===== config.mk =====
export PLATFORM = sky130hd
export DESIGN_NAME = mdrv_out_stage
export DESIGN_NICKNAME = d
export VERILOG_FILES = /design/src/rtl/mdrv_pkg.sv /design/src/rtl/mdrv_rst_sync.sv /design/src/rtl/mdrv_mode_reg.sv /design/src/rtl/mdrv_src_mux.sv /design/src/rtl/mdrv_od_convert.sv /design/src/rtl/mdrv_out_stage.sv
export SDC_FILE = /design/constraint.sdc
export NUM_CORES = 1
export LEC_CHECK = 0
export BUFFER_PORTS_ARGS = -buffer_cell sky130_fd_sc_hd__buf_2
export CORE_AREA = 2 2 113 115
export CTS_CLUSTER_SIZE = 20
export DETAILED_ROUTE_END_ITERATION = 8
export DIE_AREA = 0 0 115 117
export RECOVER_POWER = 50
export SLEW_MARGIN = 20
export SYNTH_ARGS = -nofsm -noshare
export SYNTH_HDL_FRONTEND = slang
export SYNTH_SLANG_ARGS = --single-unit

===== constraint.sdc =====
create_clock -name clk -period 2 [get_ports clk]
set_input_delay 0.4 -clock clk [delete_from_list [all_inputs] [get_ports clk]]
set_output_delay 0.4 -clock clk [all_outputs]
set_load 0.005 [all_outputs]

===== src/rtl/mdrv_pkg.sv =====
package mdrv_pkg;
  typedef struct packed {
    logic val;
    logic en;
  } drv_pair_t;
endpackage


===== src/rtl/mdrv_rst_sync.sv =====
module mdrv_rst_sync #(
  parameter int STAGES = 2
) (
  input  logic clk,
  input  logic rst_n,
  output logic rst_sync_n
);
  logic [STAGES-1:0] chain_q;
  logic [STAGES-1:0] chain_d;

  always_comb begin
    chain_d = {chain_q[STAGES-2:0], 1'b1};
  end

  always_ff @(posedge clk or negedge rst_n) begin
    if (!rst_n) chain_q <= '0;
    else        chain_q <= chain_d;
  end

  assign rst_sync_n = chain_q[STAGES-1];
endmodule


===== src/rtl/mdrv_mode_reg.sv =====
module mdrv_mode_reg #(
  parameter int NUM_LINES = 32
) (
  input  logic                 clk,
  input  logic                 rst_n,
  input  logic                 set_we,
  input  logic                 clr_we,
  input  logic [NUM_LINES-1:0] wdata,
  output logic [NUM_LINES-1:0] mode_q
);
  logic [NUM_LINES-1:0] mode_d;
  logic                 mode_en;

  assign mode_en = set_we | clr_we;

  always_comb begin
    mode_d = mode_q;
    if (set_we) mode_d = mode_d | wdata;
    if (clr_we) mode_d = mode_d & ~wdata;
  end

  always_ff @(posedge clk or negedge rst_n) begin
    if (!rst_n)       mode_q <= '0;
    else if (mode_en) mode_q <= mode_d;
  end
endmodule


===== src/rtl/mdrv_src_mux.sv =====
module mdrv_src_mux
  import mdrv_pkg::*;
#(
  parameter int NUM_LINES = 32
) (
  input  logic [NUM_LINES-1:0] sel,
  input  logic [NUM_LINES-1:0] a_val,
  input  logic [NUM_LINES-1:0] a_en,
  input  logic [NUM_LINES-1:0] b_val,
  input  logic [NUM_LINES-1:0] b_en,
  output drv_pair_t            chosen [NUM_LINES]
);
  for (genvar i = 0; i < NUM_LINES; i++) begin : g_line
    always_comb begin
      if (sel[i]) begin
        chosen[i].val = b_val[i];
        chosen[i].en  = b_en[i];
      end else begin
        chosen[i].val = a_val[i];
        chosen[i].en  = a_en[i];
      end
    end
  end
endmodule


===== src/rtl/mdrv_od_convert.sv =====
module mdrv_od_convert
  import mdrv_pkg::*;
#(
  parameter int NUM_LINES = 32
) (
  input  drv_pair_t            chosen [NUM_LINES],
  input  logic [NUM_LINES-1:0] od_mode,
  output logic [NUM_LINES-1:0] pad_val,
  output logic [NUM_LINES-1:0] pad_en
);
  for (genvar i = 0; i < NUM_LINES; i++) begin : g_line
    always_comb begin
      if (od_mode[i]) begin
        pad_val[i] = 1'b0;
        pad_en[i]  = chosen[i].en & ~chosen[i].val;
      end else begin
        pad_val[i] = chosen[i].val;
        pad_en[i]  = chosen[i].en;
      end
    end
  end
endmodule


===== src/rtl/mdrv_out_stage.sv =====
module mdrv_out_stage
  import mdrv_pkg::*;
#(
  parameter int NUM_LINES  = 32,
  parameter int SYNC_DEPTH = 2
) (
  input  logic                 clk,
  input  logic                 rst_n,
  input  logic                 mode_set_we,
  input  logic                 mode_clr_we,
  input  logic [NUM_LINES-1:0] mode_wdata,
  output logic [NUM_LINES-1:0] mode_stat,
  input  logic [NUM_LINES-1:0] src_sel,
  input  logic [NUM_LINES-1:0] ctl_data,
  input  logic [NUM_LINES-1:0] ctl_oe,
  input  logic [NUM_LINES-1:0] per_data,
  input  logic [NUM_LINES-1:0] per_oe,
  output logic [NUM_LINES-1:0] pad_out,
  output logic [NUM_LINES-1:0] pad_oe
);
  logic      rst_sync_n;
  drv_pair_t chosen [NUM_LINES];

  mdrv_rst_sync #(.STAGES(SYNC_DEPTH)) u_rst (
    .clk        (clk),
    .rst_n      (rst_n),
    .rst_sync_n (rst_sync_n)
  );

  mdrv_mode_reg #(.NUM_LINES(NUM_LINES)) u_mode (
    .clk    (clk),
    .rst_n  (rst_sync_n),
    .set_we (mode_set_we),
    .clr_we (mode_clr_we),
    .wdata  (mode_wdata),
    .mode_q (mode_stat)
  );

  mdrv_src_mux #(.NUM_LINES(NUM_LINES)) u_mux (
    .sel    (src_sel),
    .a_val  (ctl_data),
    .a_en   (ctl_oe),
    .b_val  (per_data),
    .b_en   (per_oe),
    .chosen (chosen)
  );

  mdrv_od_convert #(.NUM_LINES(NUM_LINES)) u_od (
    .chosen  (chosen),
    .od_mode (mode_stat),
    .pad_val (pad_out),
    .pad_en  (pad_oe)
  );
endmodule


==> impl_results.md <==
- WL met3: 780 µm
- Pins over their slew limit: 0
- Cts bufs inserted: 5
- Vias in the first global route: 2,762
- Yosys top cell area share: 33.9%
- Worst slew pin tran: 1.34 ns
- Fmax: 0.617 GHz
- H-tree depth: 2
- Port-buffer cells: 291
- DP HPWL: 7.76 mm
- Routed length per placed instance: 13.6 µm
- DR vias/cell: 4.39
- Highest routed layer: met4
- Initial antenna violation count: 0
- Synth top area cells: dfrtp_1 34%, mux2_4 19%, a21oi_1 13%
- Latest clock arrival within the worst-skew pair: 0.27 ns
- Setup violations, final: 0
- Overflow after GRT: 0
- Synth area leader: dfrtp_1
- Row Count: 41
- Clk buf depth: 2
- First-pass GRT wire length: 12.8 mm
- Core ar.: 12,300 µm²
- Final worst path period share: 81.0%
- Status: completed
- Post-route setup TNS: 0 ns
- Reg clk slew, reported paths: 0.06 ns
- Largest net degree at the start of global routing: 33
- Share of cells above drive strength 1: 66.6%
- Yosys reg bits: 34
- Nets: 725
- Synth Cell Area: 2510 µm²
- Final hold vios: 0
- Worst Clk Skew: 0.00373 ns
- Leak: 2.35 nW
- Power per cell area: 590 nW/µm²
- Die area: 13,500 µm²
- Syn avg cell area: 10.7 µm²
- Detailed Routing Iterations Pass 1: 4
- GPL Wtd Cong: 0.820
- Clock sink count: 34
- Critical Path AT: 1.82 ns
- Root buffer cell: clkbuf_16
- Critical Path Sink Type: register
- M1 WL: 3.38 mm
- Initial Utilization: 20.4%
- Die width: 115 µm
- Filler cell count: 1,253
- Resize count post-CTS: 0
- Final total power: 2.53 mW
- Layout area overhead: 70.8%
- Initial drt markers: 62
- RSZ-0062 raised after global routing: no
- Synthesized net count: 430
- Ant diodes: 0
- Met2 wire len: 5.00 mm
- Critical Path RT: 2.21 ns
- Die span in y: 117 µm
- Rel. slew slack: 10.7%
- Worst Hold Margin: 0.303 ns
- CP startpoint kind: input pin
- Peak supply drop: 0.275 mV
- Minimum clock period: 1.62 ns
- Total routed wirelength: 9.25 mm
- Critical path class: in -> reg
- Cells after Synth: 234
- Vias: 2,987
- TritonCTS clock tree: done
- GRT Overall Usage: 12.1%
- Remaining antenna violation count: 0
- Hold crit path type: in -> reg
- Post-Layout Cell Count: 680
- Drt drc: 0
- Max-Cap Viols: 0
- Io pins: 292
- Register area share after synthesis: 33.9%
- Placed cell count: 671
- Crit path max fanout: 17
- Netlist cell types: 12
- Syn. warnings: 0
-- cells in the final DEF (no fill, tap or decap) --
master / synthesis / final
buf_2: 0 / 281
a21oi_1: 65 / 65
dfrtp_1: 34 / 34
mux2i_1: 32 / 32
mux2_4: 31 / 31
nor2b_1: 31 / 31
a21oi_2: 30 / 30
clkbuf_1: 0 / 10
clkbuf_16: 0 / 5
clkbuf_8: 0 / 3
a21boi_0: 2 / 2
mux2_2: 1 / 1
nor2_1: 1 / 1
dlygate4sd3_1: 0 / 1
clkbuf_2: 0 / 1
buf_12: 0 / 1
conb_1: 1 / 1
-- report_power, final --
| part | leakage, nW | switching, mW | internal, mW |
|---|---|---|---|
| Clock | 0.0832 | 0.284 | 0.564 |
| Combinational | 1.86 | 0.348 | 0.472 |
| Sequential | 0.409 | 0.0965 | 0.765 |
-- cells in the mapped netlist --
cell	count
mux2_2	1
a21oi_2	30
a21oi_1	65
buf_6	3
buf_4	3
mux2i_1	32
mux2_4	31
nor2b_1	31
a21boi_0	2
nor2_1	1
dfrtp_1	34
conb_1	1
-- critical path: stages --
cell and delay (ns):
clkbuf_1 0.63, clkbuf_2 0.52, a21oi_1 0.14, a21oi_2 0.13
-- metrics by stage --
stage / worst slack (ns) / util, % / instance area (µm²)
finish: 0.380 / 34.8 / 4290
global route: 0.238 / 34.8 / 4290
CTS: 0.367 / 35.0 / 4310
detailed placement: 0.406 / 33.6 / 4140
global placement: 0.417 / 33.6 / 4140
floorplan: 0.757 / - / 2510
-- cells by family (layout without fill, tap and decap cells) --
kind of cell           count (synthesis)  in the layout  share of synthesized area, %
AOI/OAI and AO/OA                     97             97                          24.0
buffers and inverters                  6            302                          2.24
DFF                                   34             34                          33.9
muxes                                 64             64                          31.8
other                                  1              1                         0.149
and+or+nand+nor                       32             32                          7.88
-- worst paths after layout --
| kind | start | to | slack, ns | cells after the start |
|---|---|---|---|---|
| max in group asynchronous | u_rst.chain_q[1]$_DFF_PN0_ | asynchronous set/reset pin | 0.64 | 0 |
| worst max register to register | u_rst.chain_q[1]$_DFF_PN0_ | asynchronous set/reset pin | 0.64 | 0 |
| min in group asynchronous | rst_n | u_rst.chain_q[0]$_DFF_PN0_ | 0.45 | 2 |
| worst min-delay path | mode_wdata[29] | register | 0.30 | 2 |
| worst min register to register | u_rst.chain_q[0]$_DFF_PN0_ | u_rst.chain_q[1]$_DFF_PN0_ | 0.36 | 0 |
| worst max-delay path | mode_set_we | register | 0.38 | 4 |
-- metal layers --
layer	track usage (%)	vias up
met4	3.45	0
met1	12.4	1363
li1	-	1452
met3	3.09	6
met2	24.0	166
met5	0	-
-- timing repair --
action,in CTS,in global routing
hold buffers,1,0
buffers inserted,0,0
hold endpoints to repair,2,0
-- area by class of cell --
type,instances,area (µm²),share of cell area (%)
Clock buffer,8,166,3.88
Multi-Input combinational cell,194,1600,37.4
Sequential cell,34,851,19.9
Tap cell,150,188,4.38
Timing Repair Buffer,294,1480,34.5
Power figures use the tool's default switching activity.
